`config.mk`:
```
export PLATFORM = sky130hd
export DESIGN_NAME = atten_ctrl
export DESIGN_NICKNAME = d
export VERILOG_FILES = /design/src/rtl/atten_pkg.sv /design/src/rtl/atten_sync_edge.sv /design/src/rtl/atten_shift_chain.sv /design/src/rtl/atten_chan.sv /design/src/rtl/atten_ctrl.sv
export SDC_FILE = /design/constraint.sdc
export NUM_CORES = 1
export LEC_CHECK = 0
export ABC_AREA = 1
export BUFFER_PORTS_ARGS = -buffer_cell sky130_fd_sc_hd__clkbuf_2
export CORE_MARGIN = 8
export CORE_UTILIZATION = 45
export DETAILED_ROUTE_END_ITERATION = 6
export HOLD_SLACK_MARGIN = 0.12
export MAX_ROUTING_LAYER = met4
export PLACE_DENSITY = 0.68
export SLEW_MARGIN = 10
export SYNTH_ARGS = -nofsm -noshare
export SYNTH_HDL_FRONTEND = slang
export SYNTH_HIERARCHICAL = 1
export SYNTH_SLANG_ARGS = --single-unit
export TNS_END_PERCENT = 10
```
`constraint.sdc`:
```
create_clock -name clk_i -period 1.25 [get_ports clk_i]
set_clock_uncertainty 0.1 [all_clocks]
set_input_delay 0.0625 -clock clk_i [delete_from_list [all_inputs] [get_ports clk_i]]
set_output_delay 0.0625 -clock clk_i [all_outputs]
set_load 0.1 [all_outputs]
```
`src/rtl/atten_pkg.sv`:
```
package atten_pkg;
  localparam int unsigned ADDR_W       = 8;
  localparam int unsigned CODE_W       = 8;
  localparam int unsigned WORD_W       = ADDR_W + CODE_W;
  localparam int unsigned ATT_W        = 8;
  localparam int unsigned FINE_CODES   = 96;  // half-dB segment length
  localparam int unsigned COARSE_CODES = 31;  // whole-dB segment length
  localparam int unsigned MUTE_CODE    = FINE_CODES + COARSE_CODES;

  typedef struct packed {
    logic             mute;
    logic [ATT_W-1:0] att;
  } step_out_t;

  function automatic step_out_t step_decode(input logic [CODE_W-1:0] code);
    step_out_t r;
    if (code < CODE_W'(FINE_CODES)) begin
      r.mute = 1'b0;
      r.att  = ATT_W'(code);
    end else if (code < CODE_W'(MUTE_CODE)) begin
      r.mute = 1'b0;
      r.att  = ATT_W'({code, 1'b0}) - ATT_W'(FINE_CODES);
    end else begin
      r.mute = 1'b1;
      r.att  = '0;
    end
    return r;
  endfunction
endpackage

```
`src/rtl/atten_sync_edge.sv`:
```
module atten_sync_edge #(
  parameter int unsigned    STAGES  = 2,
  parameter int unsigned    W       = 3,
  parameter logic [W-1:0]   RST_VAL = '0
) (
  input  logic         clk_i,
  input  logic         rst_ni,
  input  logic [W-1:0] d_i,
  output logic [W-1:0] lvl_o,
  output logic [W-1:0] rise_o,
  output logic [W-1:0] fall_o
);
  logic [W-1:0] stg_q [STAGES];
  logic [W-1:0] prev_q;

  always_ff @(posedge clk_i or negedge rst_ni) begin
    if (!rst_ni) begin
      for (int k = 0; k < int'(STAGES); k++) stg_q[k] <= RST_VAL;
      prev_q <= RST_VAL;
    end else begin
      stg_q[0] <= d_i;
      for (int k = 1; k < int'(STAGES); k++) stg_q[k] <= stg_q[k-1];
      prev_q <= stg_q[STAGES-1];
    end
  end

  assign lvl_o  = stg_q[STAGES-1];
  assign rise_o = lvl_o & ~prev_q;
  assign fall_o = ~lvl_o & prev_q;
endmodule

```
`src/rtl/atten_shift_chain.sv`:
```
module atten_shift_chain #(
  parameter int unsigned WORD_W = 16
) (
  input  logic              clk_i,
  input  logic              rst_ni,
  input  logic              shift_en_i,
  input  logic              bit_i,
  input  logic              launch_i,
  output logic [WORD_W-1:0] word_o,
  output logic              sdo_o
);
  logic [WORD_W-1:0] word_q;
  logic              sdo_q;

  always_ff @(posedge clk_i or negedge rst_ni) begin
    if (!rst_ni) begin
      word_q <= '0;
      sdo_q  <= 1'b0;
    end else begin
      if (shift_en_i) word_q <= {word_q[WORD_W-2:0], bit_i};
      // launched on serial falling edge, stable for next device's rising edge
      if (launch_i) sdo_q <= word_q[WORD_W-1];
    end
  end

  assign word_o = word_q;
  assign sdo_o  = sdo_q;
endmodule

```
`src/rtl/atten_chan.sv`:
```
module atten_chan
  import atten_pkg::*;
#(
  parameter int unsigned CH_ADDR = 0
) (
  input  logic              clk_i,
  input  logic              rst_ni,
  input  logic              apply_i,
  input  logic [WORD_W-1:0] word_i,
  output logic [ATT_W-1:0]  att_o,
  output logic              mute_o
);
  logic [CODE_W-1:0] code_q;
  step_out_t         dec;
  logic              hit;

  assign hit = (word_i[WORD_W-1 -: ADDR_W] == ADDR_W'(CH_ADDR));

  always_ff @(posedge clk_i or negedge rst_ni) begin
    if (!rst_ni)            code_q <= '1;
    else if (apply_i && hit) code_q <= word_i[CODE_W-1:0];
  end

  assign dec    = step_decode(code_q);
  assign att_o  = dec.att;
  assign mute_o = dec.mute;
endmodule

```
`src/rtl/atten_ctrl.sv`:
```
module atten_ctrl
  import atten_pkg::*;
#(
  parameter int unsigned N_CH        = 2,
  parameter int unsigned SYNC_STAGES = 2
) (
  input  logic                  clk_i,
  input  logic                  rst_ni,
  input  logic                  sclk_i,
  input  logic                  load_ni,
  input  logic                  sdi_i,
  output logic                  sdo_o,
  output logic [N_CH*ATT_W-1:0] att_o,
  output logic [N_CH-1:0]       mute_o
);
  localparam int unsigned PIN_W = 3;
  localparam int unsigned P_SCLK = 0;
  localparam int unsigned P_LOAD = 1;
  localparam int unsigned P_SDI  = 2;

  logic [PIN_W-1:0]  pin_lvl, pin_rise, pin_fall;
  logic              shift_en, apply;
  logic [WORD_W-1:0] word_q;

  atten_sync_edge #(
    .STAGES (SYNC_STAGES),
    .W      (PIN_W),
    .RST_VAL(PIN_W'(1) << P_LOAD)
  ) u_sync (
    .clk_i  (clk_i),
    .rst_ni (rst_ni),
    .d_i    ({sdi_i, load_ni, sclk_i}),
    .lvl_o  (pin_lvl),
    .rise_o (pin_rise),
    .fall_o (pin_fall)
  );

  assign shift_en = pin_rise[P_SCLK] & ~pin_lvl[P_LOAD];
  assign apply    = pin_rise[P_LOAD];

  atten_shift_chain #(.WORD_W(WORD_W)) u_chain (
    .clk_i      (clk_i),
    .rst_ni     (rst_ni),
    .shift_en_i (shift_en),
    .bit_i      (pin_lvl[P_SDI]),
    .launch_i   (pin_fall[P_SCLK]),
    .word_o     (word_q),
    .sdo_o      (sdo_o)
  );

  for (genvar g = 0; g < int'(N_CH); g++) begin : g_ch
    atten_chan #(.CH_ADDR(g)) u_chan (
      .clk_i   (clk_i),
      .rst_ni  (rst_ni),
      .apply_i (apply),
      .word_i  (word_q),
      .att_o   (att_o[g*ATT_W +: ATT_W]),
      .mute_o  (mute_o[g])
    );
  end
endmodule

```
* Word-level counts from Yosys, hierarchy flattened *
Cells that the tools add are included.

word-level totals
  register bits = 41
  bits in latches = 0
  memory bits (read-only) = 0
  memories kept = 0
  logic and storage cells = 27
  output and inout port bits = 19
  input port bits = 5
  memory bits (writable) = 0

operators by class
  $add $sub $neg = 2
  divide/modulo/power cells = 0
  shift-type cells = 0
  bitwise operators = 6
  multiply operators = 0
  $lt $le $gt $ge = 4
  reduce and logical (&&, ||, !) cells = 3
  equality and inequality tests = 1
  multiplexer cells = 4

operators with widths
  kind                   count
  $mux W9                4
  $lt A8 B7 Y1 const B   4
  $sub A8 B7 Y8 const B  2
  $eq A8 B1 Y1 const B   1
  $logic_not A8 Y1       1
  $and A1 B1 Y1          2
  $and A2 B2 Y2          1
  $logic_and A1 B1 Y1    2
  $not A1 Y1             2
  $not A2 Y2             1

* Logic depth before layout (Yosys ltp) *
Gate-level depths: netlist (run 1).

  depth after elaboration = 3
  gate-level depth with buffers = 9
  mapped depth without buffers = 7

* Hierarchy *
Netlist (run 1), hierarchy kept.

modules (own cells, without submodules)
  module                       cells each  sequential area each (um^2)  instances  area each (um^2)
  atten_shift_chain            73          425.4                        1          724.4
  atten_chan (g_ch[1].u_chan)  91          210.2                        1          658.1
  atten_chan (g_ch[0].u_chan)  88          210.2                        1          613.1
  atten_sync_edge              24          229.0                        1          296.5
  atten_ctrl                   2           0.0                          1          10.0

* Worst setup path before layout (run 1) *
No wires, ideal clock.

  kind = register to output
  from = reg g_ch[0].u_chan.code_q[5]
  to = out att_o[7]
  buffers on the path = 0
  slack = -2,502 ps
  stages on the path, launching flop included = 4
  arrival time = 3,590 ps
  required time = 1,087 ps
  path through = dfstp_2 -> ha_1 -> nand2_1 -> nor4_1

between the ends
  word-level cells in the longest chain between the ends = 3
  elaborated cells between the ends (all ways) = 5
  those cells by class = add/sub (1); order compare (2); mux (2)

ends and longest elaborated chain
  element                                        RTL line                          RTL
  start: declaration                             atten_chan.sv:13                  logic [CODE_W-1:0] code_q;
  start signal: assignment                       atten_chan.sv:21                  else if (apply_i && hit) code_q <= word_i[CODE_W-1:0];
  $sub A8 B7 Y8 or $lt A8 B7 Y1 (tied branches)  atten_pkg.sv:22, atten_pkg.sv:20
  $mux W9                                        atten_pkg.sv:20                   end else if (code < CODE_W'(MUTE_CODE)) begin
  $mux W9 (*)                                    atten_pkg.sv:17                   if (code < CODE_W'(FINE_CODES)) begin
  end: declaration                               atten_ctrl.sv:13                  output logic [N_CH*ATT_W-1:0] att_o,

Mark *: on every way between the ends. The rest lies on a longest branch, timed or not.

* Worst setup path after layout (run 1) *
  from = reg g_ch[1].u_chan.code_q[5]
  to = out mute_o[1]

between the ends
  word-level cells in the longest chain between the ends = 3
  elaborated cells between the ends (all ways) = 4
  those cells by class = order compare (2); mux (2)

ends and longest elaborated chain
  element                   RTL line          RTL
  start: declaration        atten_chan.sv:13
  start signal: assignment  atten_chan.sv:21
  $lt A8 B7 Y1              atten_pkg.sv:20
  $mux W9                   atten_pkg.sv:20
  $mux W9 (*)               atten_pkg.sv:17
  end: declaration          atten_ctrl.sv:14  output logic [N_CH-1:0] mute_o

Marks and branches as above.

==> summary.md, run 1 <==
| Metric | Value |
|---|---|
| Cell with the biggest individual delay on the critical path | sky130_fd_sc_hd__dfstp_2 |
| Routed len/inst | 11.0 um |
| Mapped Avg Cell Area | 8.32 um2 |
| First-iteration detailed-routing DRC count | 46 |
| WHS | 0.157 ns |
| Setup crit end kind | primary output |
| Wire length of the first global-routing pass | 8020 um |
| Final critical-path share of the clock period | 141% |
| Remaining Overflow, GRT | 0 |
| Final estimated routing congestion in global placement | 0.802 |
| Core Region | 4790 um2 |
| Total power of the final layout | 4.58 mW |
| Number of antenna violations at the first check in global routing | 0 |
| Antenna Violating Nets Remaining | 0 |
| Half-perimeter wire length after detailed placement | 3250 um |
| Combinational Power Share | 42.7% |
| Deepest clock path buffer count | 2 |
| Post-route cell area | 3230 um2 |
| Startpoint type of the worst setup path | register |
| Number of filler instances in the final layout | 378 |
| Clk root buf | sky130_fd_sc_hd__clkbuf_8 |
| Pint | 2.76 mW |
| Classification of the worst setup path | reg2out |
| Die H | 86.7 um |
| Cells after Synth | 270 |
| Post-detailed-route DRC marker count | 0 |
| Final setup slack of the worst path | -0.515 ns |
| Cell breakdown of the critical path | ha_4 > nand2_2 > inv_2 > nand3_4 > o21ai_4 > buf_12 |
| CTS Buf Count | 5 |
| Number of search-and-repair iterations in the first detailed-routing pass | 4 |
| Synthesized Nets | 277 |
| Via count of the first global-routing pass | 1934 |
| Count of maximum capacitance violations | 0 |
| Std-Cell Rows | 25 |
| Worst-margin pin slew | 0.268 ns |
| Total via count after detailed routing | 1806 |
| Number of vias per cell after detailed routing | 4.56 |
| Total standard cell area after synthesis | 2250 um2 |
| Largest net degree at the start of global routing | 42 |
| Diodes inserted | 0 |
| CP peak stage delay | 0.57 ns |
| Setup-violating endpoint count in the final report | 34 |
| Violated checks | negative setup slack |
| Footprint of the flip-flops and latches | 1050 um2 |
| Placed cell areas | 3010 um2 |
| Power per unit of standard cell area | 1420 nW/um2 |
| Final sum of negative setup slack | -9.56 ns |
| Hold Crit Class | in2async |
| IO Port Bufs | 23 |
| Die Area | 7510 um2 |
| Clock network fraction of design power | 19.8% |
| Total number of H-tree levels | 2 |
| CP arrival | 1.60 ns |
| Worst reg-to-reg setup slack | -0.10 ns |
| Max Clock Freq | 0.566 GHz |
| Number of clock sinks | 41 |
| P_sw | 1.82 mW |
| Worst EP required | 1.09 ns |
| Cell leakage power | 1.57 nW |
| Outcome | finished, violations left |
| VDD IR-drop max | 0.899 mV |
| Number of hold violations in the final report | 0 |
| Setup repair after global routing missed its margin | true |
| Final count of pins violating max slew | 0 |
| Later-pin clock latency in the skew report | 0.30 ns |
| Boundary Pins | 24 |
| Worst slew slack as a fraction of its limit | 82.0% |
| Overall global routing resource usage | 13.5% |
| Area taken by multi-input logic gates | 1140 um2 |
| Clock slew at reported path FFs | 0.08 ns |
| Die X-Extent | 86.7 um |
| Crit-path max FO | 8 |
| Net total in the final layout | 335 |
| Sw frac | 39.8% |
| Signed area change from the synthesized netlist to the final layout | 43.7% |
| Sequential cell fraction of total power | 37.5% |
| Number of warnings issued by yosys | 6 |
| Post-route minimum period | 1.77 ns |
| Initial Util | 47.0% |
| TritonCTS clock tree | built |
| Layout cell share with drive strength beyond 1 | 48.0% |
| Placement-stage worst setup slack | -0.214 ns |
| Wire length after detailed routing | 4340 um |
==> layer usage <==
metal / global-route usage (%) / up-vias / routed length (um)
met5: - / - / 0
met4: 4.85 / 0 / 62
met3: 3.50 / 6 / 214
met2: 24.7 / 28 / 2210
met1: 13.6 / 828 / 1860
li1: - / 944 / -
==> power by group through the flow <==
stage                     sequential [mW]  clock, mW  combinational, mW
after floorplan                      1.71          0               1.16
after global placement               1.73          0               1.88
after detailed placement             1.74          0               1.90
after CTS                            1.72      0.932               1.97
after global routing                 1.74      0.975               2.09
final                                1.72      0.905               1.96
==> flip-flops by register name (all words and copies together) (netlist names) <==
register	count
g_ch.u_chan/code_q	16
u_chain/sdo_o	1
u_chain/word_o	16
u_sync/lvl_o	3
u_sync/prev_q	2
u_sync/stg_q	3
==> placed cells by master, fill, tap and decap left out <==
cell and instances:
sky130_fd_sc_hd__buf_12 23, sky130_fd_sc_hd__buf_4 25, sky130_fd_sc_hd__bufinv_8 1, sky130_fd_sc_hd__clkbuf_2 4, sky130_fd_sc_hd__clkbuf_8 6, sky130_fd_sc_hd__clkinv_2 2
sky130_fd_sc_hd__clkinv_4 1, sky130_fd_sc_hd__dfrtp_1 22, sky130_fd_sc_hd__dfstp_2 19, sky130_fd_sc_hd__dlygate4sd3_1 4, sky130_fd_sc_hd__ha_4 2, sky130_fd_sc_hd__inv_1 20
sky130_fd_sc_hd__inv_12 1, sky130_fd_sc_hd__inv_2 7, sky130_fd_sc_hd__inv_4 1, sky130_fd_sc_hd__nand2_1 75, sky130_fd_sc_hd__nand2_2 39, sky130_fd_sc_hd__nand2_4 3
sky130_fd_sc_hd__nand3_1 26, sky130_fd_sc_hd__nand3_2 3, sky130_fd_sc_hd__nand3_4 2, sky130_fd_sc_hd__nor2_1 16, sky130_fd_sc_hd__nor2_2 8, sky130_fd_sc_hd__nor2_4 5
sky130_fd_sc_hd__nor2_8 3, sky130_fd_sc_hd__nor4_4 1, sky130_fd_sc_hd__o21ai_4 2, sky130_fd_sc_hd__o21bai_1 8
==> path summary, 6_finish.rpt <==
check	start	end	cells after the start
max	g_ch[1].u_chan/code_q[5]	mute_o[1]	6
min	rst_ni	u_chain/word_o[8]	3
max reg2reg	u_sync/lvl_o[1]	g_ch[1].u_chan/code_q[3]	7
min reg2reg	u_sync/stg_q[3]	u_sync/lvl_o[0]	0
max in group asynchronous	rst_ni	g_ch[0].u_chan/code_q[6]	3
min in group clk_i	u_sync/stg_q[3]	u_sync/lvl_o[0]	0
==> cell type report <==
class / instances / area share [%]
well taps: 67 / 2.60
clock inverters: 2 / 0.426
clock buffers: 6 / 2.56
multi-input cells: 193 / 35.5
flip-flops and latches: 41 / 32.5
repair buffers: 56 / 21.9
inverters: 31 / 4.53
==> timing repair <==
item	4_1_cts	5_1_grt
endpoints found under the hold margin	44	0
pin swaps	6	2
endpoints found under the setup margin	50	50
setup buffers	0	0
hold buffers	4	0
gates resized for setup	21	2
==> through the flow <==
stage / cells / util [%]
after CTS: 396 / 67.3
after detailed placement: 384 / 63.0
after global placement: 384 / 63.0
final: 396 / 67.5
after floorplan: 270 / -
after global routing: 396 / 67.5
==> worst max-delay path: cells and delay by family (launching register included) <==
kind            cells  cell delay (ns)
compound gates      1             0.17
fa+ha+maj           1             0.13
buf+inv             2             0.26
flops               1             0.57
simple gates        2             0.18
Power figures use the tool's default switching activity.
==> inputs of run 2 (changes only) <==
--- a/config.mk
+++ b/config.mk
@@ -9,9 +9,9 @@
 export BUFFER_PORTS_ARGS = -buffer_cell sky130_fd_sc_hd__clkbuf_2
 export CORE_MARGIN = 8
-export CORE_UTILIZATION = 45
+export CORE_UTILIZATION = 53
 export DETAILED_ROUTE_END_ITERATION = 6
 export HOLD_SLACK_MARGIN = 0.12
 export MAX_ROUTING_LAYER = met4
-export PLACE_DENSITY = 0.68
+export PLACE_DENSITY = 0.78
 export SLEW_MARGIN = 10
 export SYNTH_ARGS = -nofsm -noshare
--- a/constraint.sdc
+++ b/constraint.sdc
@@ -3,3 +3,3 @@
 set_input_delay 0.0625 -clock clk_i [delete_from_list [all_inputs] [get_ports clk_i]]
 set_output_delay 0.0625 -clock clk_i [all_outputs]
-set_load 0.1 [all_outputs]
+set_load 0.02 [all_outputs]
==> run 2 against run 1 <==
Against the previous run:
- the flow still finishes with violations (negative setup slack)
- critical path depth rose by 1
- maximum frequency rose by 3.4%
- design area fell by 9.0%
==> summary.md, run 2 (synthesized netlist as in run 1, its figures left out) <==
| Metric | Value |
|---|---|
| Critical R2R Launch | u_sync/lvl_o[1] (unchanged) |
| Worst EP required | 1.09 ns (about the same) |
| Routed len/inst | 12.4 um (was 11.0 um) |
| Hold-fix buffers, CTS | 4 (unchanged) |
| First-iteration detailed-routing DRC count | 97 (was 46) |
| Initial Util | 55.8% (was 47.0%) |
| Diodes inserted | 0 (unchanged) |
| Final estimated routing congestion in global placement | 0.855 (was 0.802) |
| Total power of the final layout | 3.58 mW (was 4.58 mW) |
| Placed cell areas | 2630 um2 (was 3010 um2) |
| WHS | 0.101 ns (was 0.157 ns) |
| Remaining Overflow, GRT | 0 (unchanged) |
| Number of hold violations in the final report | 0 (unchanged) |
| Final critical-path share of the clock period | 137% (was 141%) |
| Cell breakdown of the critical path | ha_4 > nand2_2 > inv_2 > nand3_4 > nand3_1 > nand2_1 > clkbuf_2 (was ha_4 > nand2_2 > inv_2 > nand3_4 > o21ai_4 > buf_12) |
| Post-route cell area | 2940 um2 (was 3230 um2) |
| Wire length after detailed routing | 4640 um (was 4340 um) |
| Endpoint of the lowest-slack register-to-register path | g_ch[1].u_chan/code_q[0] (was g_ch[1].u_chan/code_q[3]) |
| Overall global routing resource usage | 15.3% (was 13.5%) |
| Violated checks | negative setup slack (unchanged) |
| Boundary Pins | 24 (unchanged) |
| P_sw | 1.18 mW (was 1.82 mW) |
| Count of maximum capacitance violations | 0 (unchanged) |
| Deepest clock path buffer count | 2 (unchanged) |
| Combinational Power Share | 29.0% (was 42.7%) |
| CP arrival | 1.55 ns (was 1.60 ns) |
| Signed area change from the synthesized netlist to the final layout | 30.8% (was 43.7%) |
| Sw frac | 33.0% (was 39.8%) |
| Hold Crit Class | in2async (unchanged) |
| Number of search-and-repair iterations in the first detailed-routing pass | 4 (unchanged) |
| Via count of the first global-routing pass | 1784 (was 1934) |
| Std-Cell Rows | 23 (was 25) |
| Net total in the final layout | 331 (was 335) |
| Total via count after detailed routing | 1871 (was 1806) |
| Cell with the biggest individual delay on the critical path | sky130_fd_sc_hd__dfstp_2 (unchanged) |
| TritonCTS clock tree | built (unchanged) |
| Number of clock sinks | 41 (unchanged) |
| Outcome | finished, violations left (unchanged) |
| Clock network fraction of design power | 22.3% (was 19.8%) |
| Die H | 81.1 um (was 86.7 um) |
| Worst slew slack as a fraction of its limit | 78.3% (was 82.0%) |
| Later-pin clock latency in the skew report | 0.28 ns (was 0.30 ns) |
| Number of vias per cell after detailed routing | 4.99 (was 4.56) |
| Core Region | 4030 um2 (was 4790 um2) |
| Most frequent standard cell in the layout excluding fill and tap cells | sky130_fd_sc_hd__nand2_1 (unchanged) |
| Logic depth of the worst register-to-register path | 7 (unchanged) |
| Sequential cell fraction of total power | 48.6% (was 37.5%) |
| Final setup slack of the worst path | -0.458 ns (was -0.515 ns) |
| Cell leakage power | 1.49 nW (was 1.57 nW) |
| IO Port Bufs | 23 (unchanged) |
| Clock slew at reported path FFs | 0.07 ns (was 0.08 ns) |
| Final sum of negative setup slack | -8.70 ns (was -9.56 ns) |
| Die Area | 6580 um2 (was 7510 um2) |
| CP peak stage delay | 0.56 ns (was 0.57 ns) |
| Clk root buf | sky130_fd_sc_hd__clkbuf_8 (unchanged) |
| Power per unit of standard cell area | 1220 nW/um2 (was 1420 nW/um2) |
| Startpoint type of the worst setup path | register (unchanged) |
| VDD IR-drop max | 0.727 mV (was 0.899 mV) |
| Worst reg-to-reg setup slack | -0.17 ns (was -0.10 ns) |
| Number of antenna violations at the first check in global routing | 0 (unchanged) |
| Setup crit end kind | primary output (unchanged) |
| Die X-Extent | 81.1 um (was 86.7 um) |
| Post-route minimum period | 1.71 ns (was 1.77 ns) |
| Setup repair after global routing missed its margin | true (unchanged) |
| Max Clock Freq | 0.585 GHz (was 0.566 GHz) |
| Largest net degree at the start of global routing | 31 (was 42) |
| Total number of H-tree levels | 2 (unchanged) |
| Final count of pins violating max slew | 0 (unchanged) |
| Classification of the worst setup path | reg2out (unchanged) |
| Crit-path max FO | 8 (unchanged) |
| Worst-margin pin slew | 0.325 ns (was 0.268 ns) |
| Setup-violating endpoint count in the final report | 35 (was 34) |
| Top library cells by usage in the layout, fill and taps aside | sky130_fd_sc_hd__nand2_1 (80), sky130_fd_sc_hd__nand2_2 (31), sky130_fd_sc_hd__buf_4 (24), sky130_fd_sc_hd__nand3_1 (23), sky130_fd_sc_hd__dfrtp_1 (22) (was sky130_fd_sc_hd__nand2_1 (75), sky130_fd_sc_hd__nand2_2 (39), sky130_fd_sc_hd__nand3_1 (26), sky130_fd_sc_hd__buf_4 (25), sky130_fd_sc_hd__buf_12 (23)) |
| Pint | 2.40 mW (was 2.76 mW) |
| Post-detailed-route DRC marker count | 0 (unchanged) |
| Wire length of the first global-routing pass | 7800 um (was 8020 um) |
| Layout cell share with drive strength beyond 1 | 46.8% (was 48.0%) |
| CTS Buf Count | 5 (unchanged) |
| Half-perimeter wire length after detailed placement | 3270 um (was 3250 um) |
| Antenna Violating Nets Remaining | 0 (unchanged) |
[run 2: cell types whose count changed in the layout (fill, tap and decap cells not counted), sizes merged]
cell	change
clkinv	-3
inv	+1
buf	-11
clkbuf	+9
[run 2: worst max path at each step]
stage          cells past startpoint                startpoint                        to
6_report                           7  g_ch[1].u_chan/code_q[5]                 att_o[11]
5_1_grt                            7  g_ch[1].u_chan/code_q[5]                 att_o[11]
4_1_cts                            6  g_ch[1].u_chan/code_q[5]                 mute_o[1]
3_5_place_dp                       7           u_sync/lvl_o[1]  g_ch[1].u_chan/code_q[3]
3_3_place_gp                       6  g_ch[1].u_chan/code_q[5]                 mute_o[1]
2_1_floorplan                      7           u_sync/lvl_o[1]  g_ch[1].u_chan/code_q[0]
[run 2: area by class of cell]
| class | instances | area (um2) |
|---|---|---|
| multi-input cells | 193 | 1170 |
| inverters | 31 | 150 |
| fillers | 293 | 1090 |
| repair buffers | 52 | 425 |
| well taps | 50 | 62.6 |
| clock buffers | 8 | 80.1 |
| flip-flops and latches | 41 | 1050 |
[run 2: repair_timing]
action | CTS | global route
setup buffers | 3 | 0
hold endpoints to repair | 44 | 9
pin swaps | 18 | 6
gates resized for setup | 20 | 37
endpoints found under the setup margin | 50 | 50
[run 2: worst max-delay path, delay by kind of cell (launching register included)]
family	cells	cell delay [ns]
simple gates	4	0.34
flops	1	0.56
buf+inv	2	0.22
fa+ha+maj	1	0.13
[run 2: through the flow]
step	setup slack (ns)	util [%]	std cells
finish	-0.458	73.0	375
global route	-0.545	73.0	375
CTS	-0.456	70.6	375
detailed placement	-0.196	65.2	360
global placement	-0.147	65.2	360
floorplan	-0.0578	-	270
[run 2: per-layer routing]
metal	wire length, um	global-route usage [%]
met1	1970	16.9
met2	2370	26.5
met3	239	4.08
met4	57	4.46
met5	0	-
[run 2: power groups by stage]
stage	combinational [mW]	clock, mW	sequential, mW
floorplan	0.625	0	1.71
CTS	0.996	0.832	1.73
detailed placement	0.950	0	1.75
global placement	0.925	0	1.74
finish	1.04	0.800	1.74
global route	1.16	0.886	1.76
